$ cat src/rtl/rfp_pkg.sv
package rfp_pkg;
    typedef enum logic [1:0] {
        AM_PLAIN   = 2'b00,
        AM_POSTINC = 2'b01,
        AM_PREDEC  = 2'b10,
        AM_DISP    = 2'b11
    } amode_t;

    typedef enum logic [1:0] {
        RG_FILE = 2'b00,
        RG_IO   = 2'b01,
        RG_SRAM = 2'b10
    } region_t;
endpackage

$ cat src/rtl/rfp_storage.sv
module rfp_storage #(
    parameter int W     = 8,
    parameter int NREG  = 32,
    parameter int SEL_W = $clog2(NREG)
) (
    input  logic                clk,
    input  logic                rst_n,
    input  logic [SEL_W-1:0]    rd_a_sel,
    output logic [W-1:0]        rd_a_data,
    input  logic [SEL_W-1:0]    rd_b_sel,
    output logic [W-1:0]        rd_b_data,
    input  logic                alu_en,
    input  logic [SEL_W-1:0]    alu_sel,
    input  logic [W-1:0]        alu_data,
    input  logic                ds_en,
    input  logic [SEL_W-1:0]    ds_sel,
    input  logic [W-1:0]        ds_data,
    input  logic                pu_en,
    input  logic [SEL_W-1:0]    pu_lo_sel,
    input  logic [SEL_W-1:0]    pu_hi_sel,
    input  logic [2*W-1:0]      pu_val,
    output logic [NREG*W-1:0]   file_flat
);
    logic [NREG-1:0][W-1:0] mem;

    // priority: pointer update, then data-space store, then result write
    always_ff @(posedge clk or negedge rst_n) begin
        if (!rst_n) begin
            for (int i = 0; i < NREG; i++) mem[i] <= '0;
        end else begin
            for (int i = 0; i < NREG; i++) begin
                if (pu_en && pu_lo_sel == SEL_W'(i))
                    mem[i] <= pu_val[W-1:0];
                else if (pu_en && pu_hi_sel == SEL_W'(i))
                    mem[i] <= pu_val[2*W-1:W];
                else if (ds_en && ds_sel == SEL_W'(i))
                    mem[i] <= ds_data;
                else if (alu_en && alu_sel == SEL_W'(i))
                    mem[i] <= alu_data;
            end
        end
    end

    assign rd_a_data = mem[rd_a_sel];
    assign rd_b_data = mem[rd_b_sel];
    assign file_flat = mem;
endmodule

$ cat src/rtl/rfp_ptr_unit.sv
module rfp_ptr_unit import rfp_pkg::*; #(
    parameter int AW = 16,
    parameter int QW = 6
) (
    input  logic          req,
    input  amode_t        mode,
    input  logic          sel_is_x,
    input  logic [AW-1:0] ptr_val,
    input  logic [QW-1:0] disp,
    output logic [AW-1:0] eff_addr,
    output logic          upd_en,
    output logic [AW-1:0] upd_val
);
    always_comb begin
        eff_addr = ptr_val;
        upd_en   = 1'b0;
        upd_val  = ptr_val;
        unique case (mode)
            AM_PLAIN: begin
            end
            AM_POSTINC: begin
                upd_en  = req;
                upd_val = ptr_val + AW'(1);
            end
            AM_PREDEC: begin
                eff_addr = ptr_val - AW'(1);
                upd_en   = req;
                upd_val  = ptr_val - AW'(1);
            end
            AM_DISP: begin
                if (!sel_is_x) eff_addr = ptr_val + AW'(disp);
            end
            default: begin
            end
        endcase
    end
endmodule

$ cat src/rtl/rfp_addr_decode.sv
module rfp_addr_decode import rfp_pkg::*; #(
    parameter int AW       = 16,
    parameter int NREG     = 32,
    parameter int IO_COUNT = 64
) (
    input  logic [AW-1:0] addr,
    output region_t       region
);
    localparam int IO_END = NREG + IO_COUNT;

    always_comb begin
        if (addr < AW'(NREG))
            region = RG_FILE;
        else if (addr < AW'(IO_END))
            region = RG_IO;
        else
            region = RG_SRAM;
    end
endmodule

$ cat src/rtl/regfile_ptr.sv
module regfile_ptr import rfp_pkg::*; #(
    parameter int W        = 8,
    parameter int NREG     = 32,
    parameter int QW       = 6,
    parameter int IO_COUNT = 64
) (
    input  logic                     clk,
    input  logic                     rst_n,
    input  logic [$clog2(NREG)-1:0]  rd_a_sel,
    output logic [W-1:0]             rd_a_data,
    input  logic [$clog2(NREG)-1:0]  rd_b_sel,
    output logic [W-1:0]             rd_b_data,
    input  logic                     wr_en,
    input  logic [$clog2(NREG)-1:0]  wr_sel,
    input  logic [W-1:0]             wr_data,
    input  logic                     mem_req,
    input  logic [1:0]               ptr_sel,
    input  logic [1:0]               addr_mode,
    input  logic [QW-1:0]            disp,
    input  logic                     ds_we,
    input  logic [W-1:0]             ds_wdata,
    output logic [W-1:0]             ds_rdata,
    output logic [2*W-1:0]           mem_addr,
    output logic [1:0]               mem_region,
    output logic [2*W-1:0]           const_addr
);
    localparam int SEL_W    = $clog2(NREG);
    localparam int AW       = 2 * W;
    localparam int NPTR     = 3;
    localparam int PTR_BASE = NREG - 2 * NPTR;

    logic [NREG*W-1:0] file_flat;
    logic [AW-1:0]     ptr_pair [NPTR];
    logic [AW-1:0]     ptr_val_x, ptr_val_y, ptr_val_z;
    logic [1:0]        ptr_idx;
    logic [AW-1:0]     sel_ptr;
    logic [SEL_W-1:0]  pu_lo_sel, pu_hi_sel;
    logic              pu_en;
    logic [AW-1:0]     pu_val;
    region_t           region;
    logic              file_hit;
    logic              ds_file_we;

    for (genvar g = 0; g < NPTR; g++) begin : g_ptr
        assign ptr_pair[g] = file_flat[(PTR_BASE + 2*g)*W +: AW];
    end

    assign ptr_val_x  = ptr_pair[0];
    assign ptr_val_y  = ptr_pair[1];
    assign ptr_val_z  = ptr_pair[2];
    assign const_addr = ptr_val_z;

    assign ptr_idx   = (ptr_sel == 2'b11) ? 2'd2 : ptr_sel;
    assign sel_ptr   = ptr_pair[ptr_idx];
    assign pu_lo_sel = SEL_W'(PTR_BASE + 2 * int'(ptr_idx));
    assign pu_hi_sel = pu_lo_sel | SEL_W'(1);

    rfp_ptr_unit #(.AW(AW), .QW(QW)) u_ptr (
        .req      (mem_req),
        .mode     (amode_t'(addr_mode)),
        .sel_is_x (ptr_idx == 2'd0),
        .ptr_val  (sel_ptr),
        .disp     (disp),
        .eff_addr (mem_addr),
        .upd_en   (pu_en),
        .upd_val  (pu_val)
    );

    rfp_addr_decode #(.AW(AW), .NREG(NREG), .IO_COUNT(IO_COUNT)) u_dec (
        .addr   (mem_addr),
        .region (region)
    );

    assign mem_region = region;
    assign file_hit   = (region == RG_FILE);
    assign ds_file_we = mem_req && ds_we && file_hit;
    assign ds_rdata   = file_hit ? file_flat[mem_addr[SEL_W-1:0]*W +: W] : '0;

    rfp_storage #(.W(W), .NREG(NREG), .SEL_W(SEL_W)) u_store (
        .clk       (clk),
        .rst_n     (rst_n),
        .rd_a_sel  (rd_a_sel),
        .rd_a_data (rd_a_data),
        .rd_b_sel  (rd_b_sel),
        .rd_b_data (rd_b_data),
        .alu_en    (wr_en),
        .alu_sel   (wr_sel),
        .alu_data  (wr_data),
        .ds_en     (ds_file_we),
        .ds_sel    (mem_addr[SEL_W-1:0]),
        .ds_data   (ds_wdata),
        .pu_en     (pu_en),
        .pu_lo_sel (pu_lo_sel),
        .pu_hi_sel (pu_hi_sel),
        .pu_val    (pu_val),
        .file_flat (file_flat)
    );
endmodule

$ cat config.mk
export PLATFORM = sky130hd
export DESIGN_NAME = regfile_ptr
export DESIGN_NICKNAME = d
export VERILOG_FILES = /design/src/rtl/rfp_pkg.sv /design/src/rtl/rfp_storage.sv /design/src/rtl/rfp_ptr_unit.sv /design/src/rtl/rfp_addr_decode.sv /design/src/rtl/regfile_ptr.sv
export SDC_FILE = /design/constraint.sdc
export NUM_CORES = 1
export LEC_CHECK = 0
export BUFFER_PORTS_ARGS = -buffer_cell sky130_fd_sc_hd__buf_2
export CORE_ASPECT_RATIO = 1.25
export CORE_MARGIN = 3
export CORE_UTILIZATION = 46
export CTS_BUF_LIST = sky130_fd_sc_hd__clkbuf_16
export CTS_CLUSTER_DIAMETER = 150
export CTS_CLUSTER_SIZE = 40
export DETAILED_ROUTE_END_ITERATION = 8
export SYNTH_ARGS = -nofsm -noshare
export SYNTH_HDL_FRONTEND = slang
export SYNTH_SLANG_ARGS = --single-unit
$ cat constraint.sdc
create_clock -name clk -period 5.6 [get_ports clk]
set_clock_uncertainty 0.15 [all_clocks]
set_input_delay 0.56 -clock clk [delete_from_list [all_inputs] [get_ports clk]]
set_output_delay 0.56 -clock clk [all_outputs]
set_load 0.02 [all_outputs]
## Word level (Yosys, flattened, before mapping)

Index checks and enable logic that the tools add are counted.

| operators by class | value |
|---|---|
| add/sub/neg operators | 4 |
| muxes and demuxes | 128 |
| multiply operators | 0 |
| equality and inequality tests | 112 |
| $lt $le $gt $ge | 5 |
| div/mod/pow operators | 0 |
| reductions and logical operators | 155 |
| shifts and indexed selects | 1 |
| bitwise logic cells | 1 |

Operators with widths:

| kind | count |
|---|---|
| 8-bit 2-to-1 mux | 116 |
| 256-bit by 9-bit variable part select with 8-bit output | 1 |
| 5-bit equality test (second input constant) | 48 |
| 5-bit by 4-bit equality test with 1-bit output (second input constant) | 24 |
| 1-bit logical AND | 115 |
| 8-bit binary-select mux with 5-bit select | 2 |
| 4-bit nonzero test | 17 |
| 16-bit one-hot mux with 2 select lines | 2 |
| 5-bit by 3-bit equality test with 1-bit output (second input constant) | 12 |
| 16-bit 2-to-1 mux | 3 |
| 3-bit nonzero test | 15 |
| 16-bit binary-select mux with 2-bit select | 1 |
| 4-bit equality test (second input constant) | 8 |
| 5-bit by 2-bit equality test with 1-bit output (second input constant) | 6 |
| 5-bit logical NOT | 4 |
| 16-bit by 1-bit adder with 16-bit output (second input constant) | 1 |
| 16-bit by 6-bit adder with 16-bit output | 1 |
| 4-bit by 3-bit equality test with 1-bit output (second input constant) | 4 |
| 16-bit by 6-bit < comparator with 1-bit output (second input constant) | 1 |
| 16-bit by 7-bit < comparator with 1-bit output (second input constant) | 1 |
| 16-bit by 1-bit subtractor with 16-bit output (second input constant) | 1 |
| 5-bit by 1-bit equality test with 1-bit output (second input constant) | 3 |
| 5-bit by 6-bit < comparator with 1-bit output (second input constant) | 2 |
| 4-bit by 2-bit equality test with 1-bit output (second input constant) | 2 |
| 11 further kinds | 16 |

| storage, ports and cells | value |
|---|---|
| output and inout port bits | 58 |
| memory bits (writable) | 0 |
| latch bits | 0 |
| register bits after elaboration | 256 |
| bits in read-only memories | 0 |
| word-level logic and storage cells | 438 |
| memories | 0 |
| input bits | 46 |

## Logic depth before layout (Yosys ltp)

| logic depth | value |
|---|---|
| word-level depth | 18 |
| depth in mapped cells | 20 |
| mapped depth without buffers | 15 |

## Modules after synthesis

A second synthesis with hierarchy kept.

| unflattened totals | value |
|---|---|
| cell total of the unflattened synthesis | 3,414 |
| area total of the unflattened synthesis | 28,421.0 µm² |

Modules (own cells, without submodules):

| module | cells each | area each (µm²) | times used |
|---|---|---|---|
| rfp_storage | 2,897 | 24,006.8 | 1 |
| regfile_ptr | 213 | 2,493.6 | 1 |
| rfp_ptr_unit | 297 | 1,871.8 | 1 |
| rfp_addr_decode | 7 | 48.8 | 1 |

## Worst setup path before layout

Ideal clock, no wire load.

| timing path | value |
|---|---|
| path type | input to output |
| from | input port ptr_sel[0] |
| to | output port ds_rdata[0] |
| required time | 4.890 ns |
| arrival | 4.119 ns |
| stages | 17 |
| path slack | 0.771 ns |
| buffers on the path | 4 |
| cells stage by stage | buf_6 mux2i_1 o21ai_1 ha_1 fa_1 nand3_1 a211oi_1 nor2_1 nor4_1 xor2_1 a221o_1 nor4_4 nand3_2 buf_6 buf_6 buf_6 nor2_1 |

| between the ends | value |
|---|---|
| cells in the longest elaborated chain, start to end | 14 |
| elaborated cells between the ends (all ways) | 18 |

Ends and longest elaborated chain:

| what | RTL line | source |
|---|---|---|
| start: declaration | regfile_ptr.sv:17 | `input logic [1:0] ptr_sel,` |
| 2-bit equality test | regfile_ptr.sv:53 | `assign ptr_idx = (ptr_sel == 2'b11) ? 2'd2 : ptr_sel;` |
| 2-bit 2-to-1 mux (*) | regfile_ptr.sv:53 |  |
| 2-bit NOT with 3-bit output (not written as such) | regfile_ptr.sv:54 | `assign sel_ptr = ptr_pair[ptr_idx];` |
| 16-bit binary-select mux with 2-bit select | regfile_ptr.sv:54 |  |
| 16-bit 2-to-1 mux (not written as such) (2 in a row) | regfile_ptr.sv:54 |  |
| 16-bit by 6-bit adder with 16-bit output | rfp_ptr_unit.sv:31 | `if (!sel_is_x) eff_addr = ptr_val + AW'(disp);` |
| 16-bit 2-to-1 mux | rfp_ptr_unit.sv:31 |  |
| 16-bit one-hot mux with 2 select lines (*) | rfp_ptr_unit.sv:18 | `unique case (mode)` |
| via mem_addr[14] | regfile_ptr.sv:23 | `output logic [2*W-1:0] mem_addr,` |
| 16-bit by 7-bit < comparator with 1-bit output | rfp_addr_decode.sv:14 | `else if (addr < AW'(IO_END))` |
| 2-bit 2-to-1 mux | rfp_addr_decode.sv:14 |  |
| 2-bit 2-to-1 mux (*) | rfp_addr_decode.sv:12 | `if (addr < AW'(NREG))` |
| 2-bit logical NOT (*) | regfile_ptr.sv:75 | `assign file_hit = (region == RG_FILE);` |
| 8-bit 2-to-1 mux (*) | regfile_ptr.sv:77 | `assign ds_rdata = file_hit ? file_flat[mem_addr[SEL_W-1:0]*W +: W] : '0;` |
| end: declaration | regfile_ptr.sv:22 | `output logic [W-1:0] ds_rdata,` |

The timed path passes the listed nets; every way through them passes the cells marked *. The select of a mux whose other input is x is not followed.

## Worst setup path after layout

| timing path | value |
|---|---|
| from | register u_store.mem (netlist bit u_store.file_flat[224]) |
| to | output port ds_rdata[6] |

| between the ends | value |
|---|---|
| cells in the longest elaborated chain, start to end | 11 |
| elaborated cells between the ends (all ways) | 14 |

Ends and longest elaborated chain:

| what | RTL line | source |
|---|---|---|
| start: declaration | rfp_storage.sv:24 | `logic [NREG-1:0][W-1:0] mem;` |
| start signal: indexed assignment | rfp_storage.sv:33 | `mem[i] <= pu_val[W-1:0];` |
| start signal: indexed assignment | rfp_storage.sv:35 | `mem[i] <= pu_val[2*W-1:W];` |
| start signal: indexed assignment | rfp_storage.sv:37 | `mem[i] <= ds_data;` |
| 16-bit binary-select mux with 2-bit select (*) | regfile_ptr.sv:54 |  |
| 16-bit 2-to-1 mux (not written as such) (*) (2 in a row) | regfile_ptr.sv:54 |  |
| 16-bit by 6-bit adder with 16-bit output | rfp_ptr_unit.sv:31 |  |
| 16-bit 2-to-1 mux | rfp_ptr_unit.sv:31 |  |
| 16-bit one-hot mux with 2 select lines (*) | rfp_ptr_unit.sv:18 |  |
| 16-bit by 7-bit < comparator with 1-bit output | rfp_addr_decode.sv:14 |  |
| 2-bit 2-to-1 mux | rfp_addr_decode.sv:14 |  |
| 2-bit 2-to-1 mux | rfp_addr_decode.sv:12 |  |
| 2-bit logical NOT | regfile_ptr.sv:75 |  |
| 8-bit 2-to-1 mux (*) | regfile_ptr.sv:77 |  |

Mark *: on every way between the ends. The rest lies on a longest branch, timed or not. The select of a mux whose other input is x is not followed.

==> impl_metrics.py <==
metrics = {
    "grt": {
        "gr-total-overflow": 0,
        "grtUsageMet1_pct": 42.2,
        "grt-busiest-layer": "met2",
        "grt_start_max_net_pins": 113,
        "antenna_found_initial": 3,
        "grt_usage_pct": 34.6,
        "use_met2_pct": 55.7,
        "grt_pass1_vias": 19000,
        "grt_pass1_wl_um": 130000,
        "grt_use_met3_pct": 5.61,
    },
    "drt": {
        "vias_per_cell": 6.79,
        "drt_pass1_iterations": 6,
        "antenna_left": 0,
        "via_count": 19500,
        "drt_iter0_drc": 2345,
        "wl_um": 88300,
        "route.detailed.wl_per_inst_um": 30.7,
        "drcViolationCount": 0,
    },
    "yosys": {
        "ys.flop_type": "dfrtp_1",
        "netlist_instances": 2309,
        "synth-edff-count": 0,
        "syn_nets": 2368,
        "syn_area_per_cell_sq_um": 9.42,
        "synth_area_sq_um": 21800,
        "synth.area.top_cells": "dfrtp_1, mux4_2, mux2i_1",
        "async_flop_share_pct": 100,
        "yosysWarnings": 0,
        "yosysTopAreaCell": "dfrtp_1",
        "synth_cell_types": 63,
        "synth_top_area_share_pct": 29.4,
        "ys_ff_latch": 256,
        "ys_seq_area_share_pct": 29.4,
    },
    "clock_network": {
        "clock_path_buffers": 3,
        "clock_sinks": 256,
        "root_buffer": "clkbuf_16",
        "cts_buffers": 10,
        "htree_levels": 1,
        "clock_latency_ns": 0.52,
        "post-cts-setup-buffers": 0,
        "cts_tree": "built",
        "clkTransAtPathRegs_ns": 0.15,
    },
    "critical_path": {
        "worstRegToRegCells": 16,
        "cp-start-kind": "flop",
        "critPathMaxFanout": 24,
        "path_class": "reg -> out",
        "endpoint_kind": "output pin",
        "crit_start": "u_store.file_flat[224]",
        "r2r_slack_ns": 0.69,
        "worstPathArrival_ns": 4.72,
        "required_ns": 4.89,
        "endpoint": "ds_rdata[6]",
        "reg2reg_from": "u_store.file_flat[224]",
        "worstReg2RegEnd": "u_store.file_flat[246]",
    },
    "run_status": {
        "outcome": "finished clean",
    },
    "floorplan": {
        "die_x_um": 201,
        "start_util_pct": 46.8,
        "die_area_sq_um": 50000,
        "ios": 104,
        "die_h_um": 249,
        "core-area_sq_um": 46500,
        "rows": 88,
    },
    "cells_and_area": {
        "drive_gt1_share_pct": 23.9,
        "multi_input_area_sq_um": 14200,
        "fillers": 4364,
        "fin_cells": 2881,
        "fin_nets": 2306,
        "syn_to_final_growth_pct": 5.85,
        "largest_register_ffs": 256,
        "seqCellArea_sq_um": 6410,
    },
    "sta": {
        "min_period_over_period_pct": 97.0,
        "max_slew_margin_pct": 17.5,
        "setup-tns-final_ns": 0,
        "final_max_slew_viol_count": 0,
        "fmax_ghz": 0.184,
        "rsz0062_at_grt": "false",
        "fin_ws_ns": 0.169,
        "hold_violations": 0,
        "setup_violations": 0,
        "worst_pin_slew_ns": 1.23,
        "period_minus_slack_ns": 5.43,
    },
    "placement": {
        "pre_cts_slack_ns": 0.253,
        "gp_congestion": 1.01,
        "io_buffers": 103,
        "dp_cells": 2864,
        "dp_hpwl_um": 61000,
    },
    "power_and_ir_drop": {
        "power_uw": 10700,
        "ir_worst_vdd_v": 0.000281,
        "p_per_area_nw_per_um2": 463,
        "leakagePower_uw": 0.00972,
    },
    "hold_path": {
        "hp-class": "in -> reg",
    },
    "flow_run": {
        "maxCapViolations": 0,
    },
}
[synth_stat cells, types with 19 or more instances]
library cell,count
clkbuf_1,172
nand2_1,394
buf_4,19
nor2_1,178
a311oi_1,48
dfrtp_1,256
mux2i_1,260
buf_1,39
buf_2,19
o21ai_1,43
mux4_2,160
xnor2_1,19
a21oi_1,154
and3_1,38
nand3_1,76
o21ai_0,51
mux2_2,145
[area by class of cell]
class / instances / area share (%)
Multi-Input combinational cell: 1785 / 61.9
Sequential cell: 256 / 27.8
Timing Repair Buffer: 181 / 5.31
Tap cell: 630 / 3.42
Clock buffer: 11 / 1.20
Inverter: 13 / 0.223
Clock inverter: 3 / 0.147
Antenna cell: 2 / 0.0217
[per-stage QoR]
stage                     hold slack (ns)  cell area, sq um  util [%]
after floorplan                     0.114             21800         -
after global placement              0.425             22700      48.9
after detailed placement            0.436             22700      48.9
after CTS                           0.189             23000      49.6
after global routing                0.207             23000      49.6
final                               0.228             23000      49.6
[layout by cell type (no fill, tap or decap), drive strengths merged, types with 14 or more instances in the layout]
cell,count
a21oi,154
mux2,145
nor2,184
nor3,25
nand2,394
o221ai,14
dfrtp,256
a311oi,48
nor4,17
nand3,78
mux4,160
a31oi,18
and3,38
o21ai,96
xnor2,19
mux2i,260
buf,180
a211oi,16
[kinds of logic (layout without fill, tap and decap cells)]
logic type,Yosys count,count (layout),share of synthesized area [%]
AND/OR/NAND/NOR,799,799,16.7
multiplexers,565,565,36.0
AO/OA/AOI/OAI,384,384,10.8
buffers and inverters,268,208,5.27
flip-flops,256,256,29.4
XOR/XNOR,24,24,0.966
adder cells (fa/ha/maj),13,13,0.782
other,0,2,0
[layer usage]
metal	wire [um]	part of all wire (%)	up-vias
met1	30900	35	9539
met5	13	0.015	-
li1	-	-	8324
met4	8260	9.4	2
met2	40700	46	1324
met3	8360	9.5	359
[power by group]
part	internal, uW	total (uW)	switching, uW
Clock	370	1020	655
Combinational	2590	6160	3570
Sequential	2520	3480	960
[worst min path at each step]
stage                     slack, ns  cells after the start                      to                   start
final                          0.23                      3  u_store.file_flat[225]                 mem_req
after global placement         0.43                      1  u_store.file_flat[233]  u_store.file_flat[233]
after global routing           0.21                      3  u_store.file_flat[225]                 mem_req
after floorplan                0.11                      0    u_store.file_flat[0]                   rst_n
after CTS                      0.19                      3  u_store.file_flat[225]                 mem_req
after detailed placement       0.44                      1  u_store.file_flat[233]  u_store.file_flat[233]
[timing repair]
action,in CTS,in global routing
resized for setup,0,3
hold endpoints to repair,81,0
hold buffers,1,0
setup endpoints to repair,0,6
[worst max-delay path: stages (launching register included)]
cell	delay (ns)
dfrtp_1	0.49
mux2i_1	0.16
o21ai_1	0.11
ha_1	0.29
fa_1	0.53
nand2_1	0.05
nand2_1	0.06
nand2_1	0.04
and3_2	0.24
inv_2	0.48
buf_4	0.35
and3_1	0.19
a311oi_1	0.07
a31oi_1	0.43
a211oi_1	0.14
a21oi_1	0.25
nor2_1	0.10
buf_2	0.18
Note: power is estimated with default switching activity, not from simulation.
